[src/rtl/sector_split_pkg.sv]
package sector_split_pkg;
  localparam int SECT_CNT   = 4;
  localparam int SECT_IDX_W = $clog2(SECT_CNT);

  typedef struct packed {
    logic load;   // capture an accepted legal request
    logic step;   // current beat taken downstream
  } splitStrobe_t;

  typedef enum logic {
    ST_IDLE = 1'b0,
    ST_EMIT = 1'b1
  } splitState_t;
endpackage

[src/rtl/split_decode.sv]
module split_decode
  import sector_split_pkg::*;
#(
  parameter int ADDR_W     = 32,
  parameter int SIZE_W     = 8,
  parameter int SECT_BYTES = 32
) (
  input  logic [ADDR_W-1:0]     addr,
  input  logic [SIZE_W-1:0]     size,
  input  logic [SECT_CNT-1:0]   sectMask,
  output logic                  bad,
  output logic                  passThru,
  output logic [SECT_IDX_W-1:0] firstSect,
  output logic [SECT_IDX_W-1:0] lastSect
);
  localparam int LINE_BYTES = SECT_BYTES * SECT_CNT;
  localparam int HALF_BYTES = SECT_BYTES * 2;
  localparam int LINE_LSB   = $clog2(LINE_BYTES);

  localparam logic [SIZE_W-1:0]     SZ_ONE  = SIZE_W'(SECT_BYTES);
  localparam logic [SIZE_W-1:0]     SZ_HALF = SIZE_W'(HALF_BYTES);
  localparam logic [SIZE_W-1:0]     SZ_LINE = SIZE_W'(LINE_BYTES);
  localparam logic [SECT_CNT-1:0]   PAT_HI  = 4'b1100;
  localparam logic [SECT_CNT-1:0]   PAT_LO  = 4'b0011;
  localparam logic [SECT_CNT-1:0]   PAT_ALL = 4'b1111;
  localparam logic [SECT_CNT-1:0]   PAT_NON = 4'b0000;
  localparam logic [SECT_IDX_W-1:0] SEC_0   = SECT_IDX_W'(0);
  localparam logic [SECT_IDX_W-1:0] SEC_1   = SECT_IDX_W'(1);
  localparam logic [SECT_IDX_W-1:0] SEC_2   = SECT_IDX_W'(2);
  localparam logic [SECT_IDX_W-1:0] SEC_3   = SECT_IDX_W'(3);

  logic lineAligned;
  logic singleBit;

  assign lineAligned = (addr[LINE_LSB-1:0] == '0);
  assign singleBit   = ($countones(sectMask) == 1);

  always_comb begin
    bad       = 1'b0;
    passThru  = 1'b0;
    firstSect = SEC_0;
    lastSect  = SEC_0;
    if (size == SZ_ONE) begin
      passThru = 1'b1;
      bad      = !singleBit;
    end else if (size == SZ_LINE) begin
      firstSect = SEC_0;
      lastSect  = SEC_3;
    end else if (size == SZ_HALF) begin
      if (sectMask == PAT_HI) begin
        firstSect = SEC_2;
        lastSect  = SEC_3;
      end else if (sectMask == PAT_LO) begin
        firstSect = SEC_0;
        lastSect  = SEC_1;
      end else if (sectMask == PAT_ALL || sectMask == PAT_NON) begin
        firstSect = lineAligned ? SEC_0 : SEC_2;
        lastSect  = lineAligned ? SEC_1 : SEC_3;
      end else begin
        bad = 1'b1;
      end
    end else begin
      bad = 1'b1;
    end
  end

  // a legal split never runs backwards through the line
  always_comb begin
    if (!bad && !passThru) begin
      p_range_order_r4 : assert (firstSect <= lastSect);
    end
  end
endmodule

[src/rtl/split_ctrl.sv]
module split_ctrl
  import sector_split_pkg::*;
(
  input  logic                  clk,
  input  logic                  rstN,
  input  logic                  inValid,
  input  logic                  outReady,
  input  logic                  bad,
  input  logic                  passThru,
  input  logic [SECT_IDX_W-1:0] firstSect,
  input  logic [SECT_IDX_W-1:0] lastSect,
  output logic                  inReady,
  output logic                  outValid,
  output logic                  errPulse,
  output splitStrobe_t          strobe,
  output logic [SECT_IDX_W-1:0] curSect,
  output logic [SECT_IDX_W-1:0] childIdx,
  output logic                  passReg
);
  splitState_t           state;
  logic [SECT_IDX_W-1:0] lastReg;
  logic                  accept;
  logic                  lastBeat;

  assign inReady     = (state == ST_IDLE);
  assign outValid    = (state == ST_EMIT);
  assign accept      = inValid && inReady;
  assign strobe.load = accept && !bad;
  assign strobe.step = outValid && outReady;
  assign lastBeat    = strobe.step && (passReg || curSect == lastReg);

  always_ff @(posedge clk) begin
    if (!rstN) begin
      state    <= ST_IDLE;
      curSect  <= '0;
      lastReg  <= '0;
      childIdx <= '0;
      passReg  <= 1'b0;
      errPulse <= 1'b0;
    end else begin
      errPulse <= accept && bad;
      if (strobe.load) begin
        state    <= ST_EMIT;
        curSect  <= firstSect;
        lastReg  <= lastSect;
        childIdx <= '0;
        passReg  <= passThru;
      end else if (strobe.step) begin
        if (lastBeat) begin
          state <= ST_IDLE;
        end else begin
          curSect  <= curSect + 1'b1;
          childIdx <= childIdx + 1'b1;
        end
      end
    end
  end

  p_stall_hold_r8 : assert property (@(posedge clk) disable iff (!rstN)
    outValid && !outReady |=> outValid && $stable(curSect) && $stable(childIdx));

  p_err_no_beat_r9 : assert property (@(posedge clk) disable iff (!rstN)
    errPulse |-> !outValid);

  p_err_after_accept_r9 : assert property (@(posedge clk) disable iff (!rstN)
    errPulse |-> $past(inValid && inReady));

  p_ascend_r8 : assert property (@(posedge clk) disable iff (!rstN)
    outValid && outReady && !passReg && curSect != lastReg
      |=> outValid && curSect == $past(curSect) + 1'b1);
endmodule

[src/rtl/split_datapath.sv]
module split_datapath
  import sector_split_pkg::*;
#(
  parameter int ADDR_W     = 32,
  parameter int SECT_BYTES = 32
) (
  input  logic                          clk,
  input  logic                          rstN,
  input  splitStrobe_t                  strobe,
  input  logic [ADDR_W-1:0]             inAddr,
  input  logic [SECT_CNT-1:0]           inSectMask,
  input  logic [SECT_CNT*SECT_BYTES-1:0] inByteMask,
  input  logic                          inWrite,
  input  logic [SECT_IDX_W-1:0]         curSect,
  input  logic [SECT_IDX_W-1:0]         childIdx,
  input  logic                          passThru,
  input  logic                          outValid,
  output logic [ADDR_W-1:0]             outAddr,
  output logic [SECT_CNT-1:0]           outSectMask,
  output logic [SECT_CNT*SECT_BYTES-1:0] outByteMask,
  output logic                          outWrite
);
  localparam int BM_W     = SECT_CNT * SECT_BYTES;
  localparam int SECT_LSB = $clog2(SECT_BYTES);

  logic [ADDR_W-1:0]   baseAddr;
  logic [SECT_CNT-1:0] keepMask;
  logic [BM_W-1:0]     byteMaskReg;
  logic                writeReg;
  logic [BM_W-1:0]     sectSlice [SECT_CNT];

  always_ff @(posedge clk) begin
    if (!rstN) begin
      baseAddr    <= '0;
      keepMask    <= '0;
      byteMaskReg <= '0;
      writeReg    <= 1'b0;
    end else if (strobe.load) begin
      baseAddr    <= inAddr;
      keepMask    <= inSectMask;
      byteMaskReg <= inByteMask;
      writeReg    <= inWrite;
    end
  end

  for (genvar g = 0; g < SECT_CNT; g++) begin : g_slice
    assign sectSlice[g] = byteMaskReg & (BM_W'({SECT_BYTES{1'b1}}) << (g * SECT_BYTES));
  end

  assign outAddr     = baseAddr + (ADDR_W'(childIdx) << SECT_LSB);
  assign outSectMask = passThru ? keepMask : (SECT_CNT'(1) << curSect);
  assign outByteMask = passThru ? byteMaskReg : sectSlice[curSect];
  assign outWrite    = writeReg;

  p_onehot_sector_r6 : assert property (@(posedge clk) disable iff (!rstN)
    outValid |-> $countones(outSectMask) == 1);

  p_first_addr_r6 : assert property (@(posedge clk) disable iff (!rstN)
    $rose(outValid) |-> outAddr == baseAddr);

  p_write_kept_r10 : assert property (@(posedge clk) disable iff (!rstN)
    outValid && $past(outValid) |-> $stable(outWrite));
endmodule

[src/rtl/sector_splitter.sv]
module sector_splitter
  import sector_split_pkg::*;
#(
  parameter int ADDR_W     = 32,
  parameter int SIZE_W     = 8,
  parameter int SECT_BYTES = 32,
  localparam int BM_W      = SECT_CNT * SECT_BYTES
) (
  input  logic                clk,
  input  logic                rstN,
  input  logic                inValid,
  output logic                inReady,
  input  logic [ADDR_W-1:0]   inAddr,
  input  logic [SIZE_W-1:0]   inSize,
  input  logic [SECT_CNT-1:0] inSectMask,
  input  logic [BM_W-1:0]     inByteMask,
  input  logic                inWrite,
  output logic                outValid,
  input  logic                outReady,
  output logic [ADDR_W-1:0]   outAddr,
  output logic [SECT_CNT-1:0] outSectMask,
  output logic [BM_W-1:0]     outByteMask,
  output logic                outWrite,
  output logic                errPulse
);
  logic                  bad;
  logic                  passThru;
  logic [SECT_IDX_W-1:0] firstSect;
  logic [SECT_IDX_W-1:0] lastSect;
  splitStrobe_t          strobe;
  logic [SECT_IDX_W-1:0] curSect;
  logic [SECT_IDX_W-1:0] childIdx;
  logic                  passReg;

  split_decode #(
    .ADDR_W(ADDR_W), .SIZE_W(SIZE_W), .SECT_BYTES(SECT_BYTES)
  ) u_decode (
    .addr(inAddr), .size(inSize), .sectMask(inSectMask),
    .bad(bad), .passThru(passThru), .firstSect(firstSect), .lastSect(lastSect)
  );

  split_ctrl u_ctrl (
    .clk(clk), .rstN(rstN), .inValid(inValid), .outReady(outReady),
    .bad(bad), .passThru(passThru), .firstSect(firstSect), .lastSect(lastSect),
    .inReady(inReady), .outValid(outValid), .errPulse(errPulse),
    .strobe(strobe), .curSect(curSect), .childIdx(childIdx), .passReg(passReg)
  );

  split_datapath #(
    .ADDR_W(ADDR_W), .SECT_BYTES(SECT_BYTES)
  ) u_dp (
    .clk(clk), .rstN(rstN), .strobe(strobe),
    .inAddr(inAddr), .inSectMask(inSectMask), .inByteMask(inByteMask),
    .inWrite(inWrite), .curSect(curSect), .childIdx(childIdx),
    .passThru(passReg), .outValid(outValid),
    .outAddr(outAddr), .outSectMask(outSectMask),
    .outByteMask(outByteMask), .outWrite(outWrite)
  );
endmodule

[config.mk]
export PLATFORM = sky130hd
export DESIGN_NAME = sector_splitter
export DESIGN_NICKNAME = d
export VERILOG_FILES = /design/src/rtl/sector_split_pkg.sv /design/src/rtl/split_decode.sv /design/src/rtl/split_ctrl.sv /design/src/rtl/split_datapath.sv /design/src/rtl/sector_splitter.sv
export SDC_FILE = /design/constraint.sdc
export NUM_CORES = 1
export LEC_CHECK = 0
export ABC_AREA = 1
export BUFFER_PORTS_ARGS = -buffer_cell sky130_fd_sc_hd__buf_2
export CORE_MARGIN = 5
export CORE_UTILIZATION = 45
export CTS_CLUSTER_SIZE = 24
export DETAILED_ROUTE_END_ITERATION = 10
export PLACE_DENSITY = 0.84
export SYNTH_ARGS = -nofsm -noshare
export SYNTH_HDL_FRONTEND = slang
export SYNTH_SLANG_ARGS = --single-unit
[constraint.sdc]
create_clock -name clk -period 3.8 [get_ports clk]
set_input_delay 0.57 -clock clk [delete_from_list [all_inputs] [get_ports clk]]
set_output_delay 0.57 -clock clk [all_outputs]
set_load 0.05 [all_outputs]
==> results.md <==
* Status: finished clean
* Clock buffer depth at 2
* Count of final setup violators at 0
* F_max at 313 MHz
* Min Hold Slack at 365 ps
* CP Data Arrival Time at 2630 ps
* Flip-flop and latch count after synthesis at 174
* Worst Tran Pin Value at 855 ps
* Drt first pass iters at 5
* EDFF count, synth at 0
* Worst skew pair latency at 420 ps
* Async SR Flop Fraction at 0%
* Fin crit period at 3200 ps
* Pin count of the biggest net entering global routing at 113
* Seq/Total Area, Yosys at 39.7%
* Chip height at 150 um
* Via count at 9309
* Hold Path Class: primary input to flop
* Inserted Clock Buffers at 17
* Post-CTS setup repair buffer count at 0
* Number of antenna violations at the first check in global routing at 1
* Routability cong. at 0.937
* Cells after DPL at 1932
* 1st-iter DRT viols at 417
* Cells after Synth at 1396
* Kind of critical path: flop to primary output
* CP Capture Point: outAddr[25]
* Final ANT Viol Nets at 0
* Synth top area cells: dfxtp_1 (40%), nor2_1 (17%), nand2_1 (15%)
* Yosys Warn Count at 0
* Post-DR vias/cell at 4.74
* Synth-to-Final Area Change at 27.7%
* Critical Path Fanout Max at 5
* Diode count at 0
* Reg2reg end: u_dp.byteMaskReg[30]
* Max-slew violation count at 0
* Effective utilization at floorplan at 45.4%
* Routed wire length at 25.2 mm
* Cell variety after synth at 26
* RSZ-0062 raised after global routing: false
* Max Cap Viol at 0
* Worst clock skew at 13.6 ps
* Die area at 22400 um^2
* Top post-synthesis cells by count: nor2_1 (401), nand2_1 (356), dfxtp_1 (174), inv_1 (174), nand3_1 (55)
* H-tree Lvls at 4
* Synth Cell Area at 8770 um^2
* Drt drc at 0
* R2R Path Start: u_ctrl.outValid
* Core area at 19300 um^2
* Static leakage at 6.28 nW
* Total power at 3.76 mW
* Layout Nets at 1877
* Number of port buffers at 344
* Die width at 150 um
* Overall routing resource usage at 21.6%
* Share of post-route cells with drive strength above 1 at 23.5%
* DP HPWL at 18.5 mm
* Top Ports at 345
* WP data required at 3230 ps
* Worst Setup Start Kind: flop
* Final Hold Vio Count at 0
* Worst VDD drop at 0.307 mV
* Worst slew margin at 43.0%
* Setup TNS at 0 ps
* Crit. End Element: primary output
* Final Non-Filler Cells at 1964
* Syn avg cell area at 6.28 um^2
* CTS Hold Bufs at 0
* Grt total ovfl at 0
* Cell count of the worst reg-to-reg path at 5
* PD cells at 336 nW/um^2
* Synth area leader: dfxtp_1
* Post-Syn Nets at 1587
* Fin crit share at 84.1%
* Clk pin slew, worst setup/hold paths at 80 ps
* CTS sink cnt at 174
* Yosys top cell area share at 39.7%
* Clk root buf: clkbuf_16
* # resized after CTS at 0
* CTS tree: done
* Count leader, synth: nor2_1
* Flop-to-flop setup slack at 2050 ps
* Worst Setup SP: u_ctrl.childIdx[0]
* Top_reg_cell synth: dfxtp_1
* Average routed wire per standard cell at 12.8 um
* Cell row count at 51
* First-pass GRT wire length at 39.9 mm
* Vias in the first global route at 8630
power breakdown:
group | total, mW | internal (mW) | switching, mW
combinational | 0.224 | 0.0936 | 0.131
clock | 1.70 | 0.894 | 0.807
sequential | 1.83 | 1.83 | 0.00339
total | 3.76 | 2.82 | 0.941
per-stage QoR:
stage | area [um^2] | setup WS [ps] | utilization, %
after CTS | 11200 | 607 | 57.9
final | 11200 | 605 | 57.9
after global placement | 10600 | 787 | 54.9
after floorplan | 8770 | 920 | -
after detailed placement | 10600 | 700 | 54.9
after global routing | 11200 | 448 | 57.9
routing by layer:
layer / routed length (um) / up-vias / track usage (%)
met2: 12200 / 335 / 36.9
met4: 875 / 2 / 9.93
met1: 10400 / 4155 / 25.8
met5: 17 / - / 0
li1: - / 4748 / -
met3: 1670 / 69 / 5.00
worst min-delay path by stage:
| stage | from | end | slack, ps | depth (start not counted) |
|---|---|---|---|---|
| after floorplan | u_dp.byteMaskReg[64] | u_dp.byteMaskReg[64] | 440 | 2 |
| after global placement | u_dp.byteMaskReg[82] | u_dp.byteMaskReg[82] | 450 | 2 |
| after detailed placement | u_dp.byteMaskReg[67] | u_dp.byteMaskReg[67] | 460 | 2 |
| after CTS | inByteMask[5] | u_dp.byteMaskReg[5] | 340 | 3 |
| after global routing | inByteMask[53] | u_dp.byteMaskReg[53] | 350 | 3 |
| final | inByteMask[47] | u_dp.byteMaskReg[47] | 370 | 3 |
placed cells by master (no fill, tap or decap), types with 2 or more instances in the layout:
master     count
nand3_1       55
xor2_1        21
nand3b_1      20
fa_1           2
inv_1        174
buf_4          7
clkinv_4       6
inv_6          2
clkinv_8       2
inv_8          4
nor3_1         9
clkbuf_16     17
xnor2_1        7
a21oi_1       27
buf_2        343
nor2_1       400
nand4_1       39
ha_1          12
a21oi_2        4
buf_12         6
nand2_1      356
inv_2          2
dfxtp_1      174
critical path, cell delays in order (launching register included):
cell and delay [ps]:
dfxtp_1 420, ha_1 230, fa_1 220, nand3_1 150, nor2_1 130, buf_4 150
nand2_1 110, nor2_1 220, nand2_1 100, xor2_1 180, buf_2 300
sequential cells by signal, indices dropped and copies added (netlist names):
| signal | cells |
|---|---|
| u_dp.byteMaskReg | 128 |
| u_dp.baseAddr | 32 |
| u_dp.keepMask | 4 |
| u_ctrl.childIdx | 2 |
| u_ctrl.curSect | 2 |
| u_ctrl.lastReg | 2 |
| u_ctrl.errPulse | 1 |
| u_ctrl.outValid | 1 |
| u_ctrl.passReg | 1 |
| u_dp.outWrite | 1 |
cell type report:
class	instances	area [um^2]
clock buffers	18	439
flip-flops and latches	174	3480
inverters	177	664
clock inverters	14	148
well taps	265	332
fillers	1854	8140
multi-input cells	959	4230
repair buffers	357	1900
cells by family (layout without fill, tap and decap cells):
group	count (synthesis)	count (layout)	synth area share, %
adders and majority gates	14	14	2.17
buffers and inverters	263	566	12.5
AOI/OAI and AO/OA	31	31	1.77
and+or+nand+nor	886	886	41.0
DFF	174	174	39.7
xor gates and xnor gates	28	28	2.80
No activity file was read; power rests on OpenSTA's default activity.
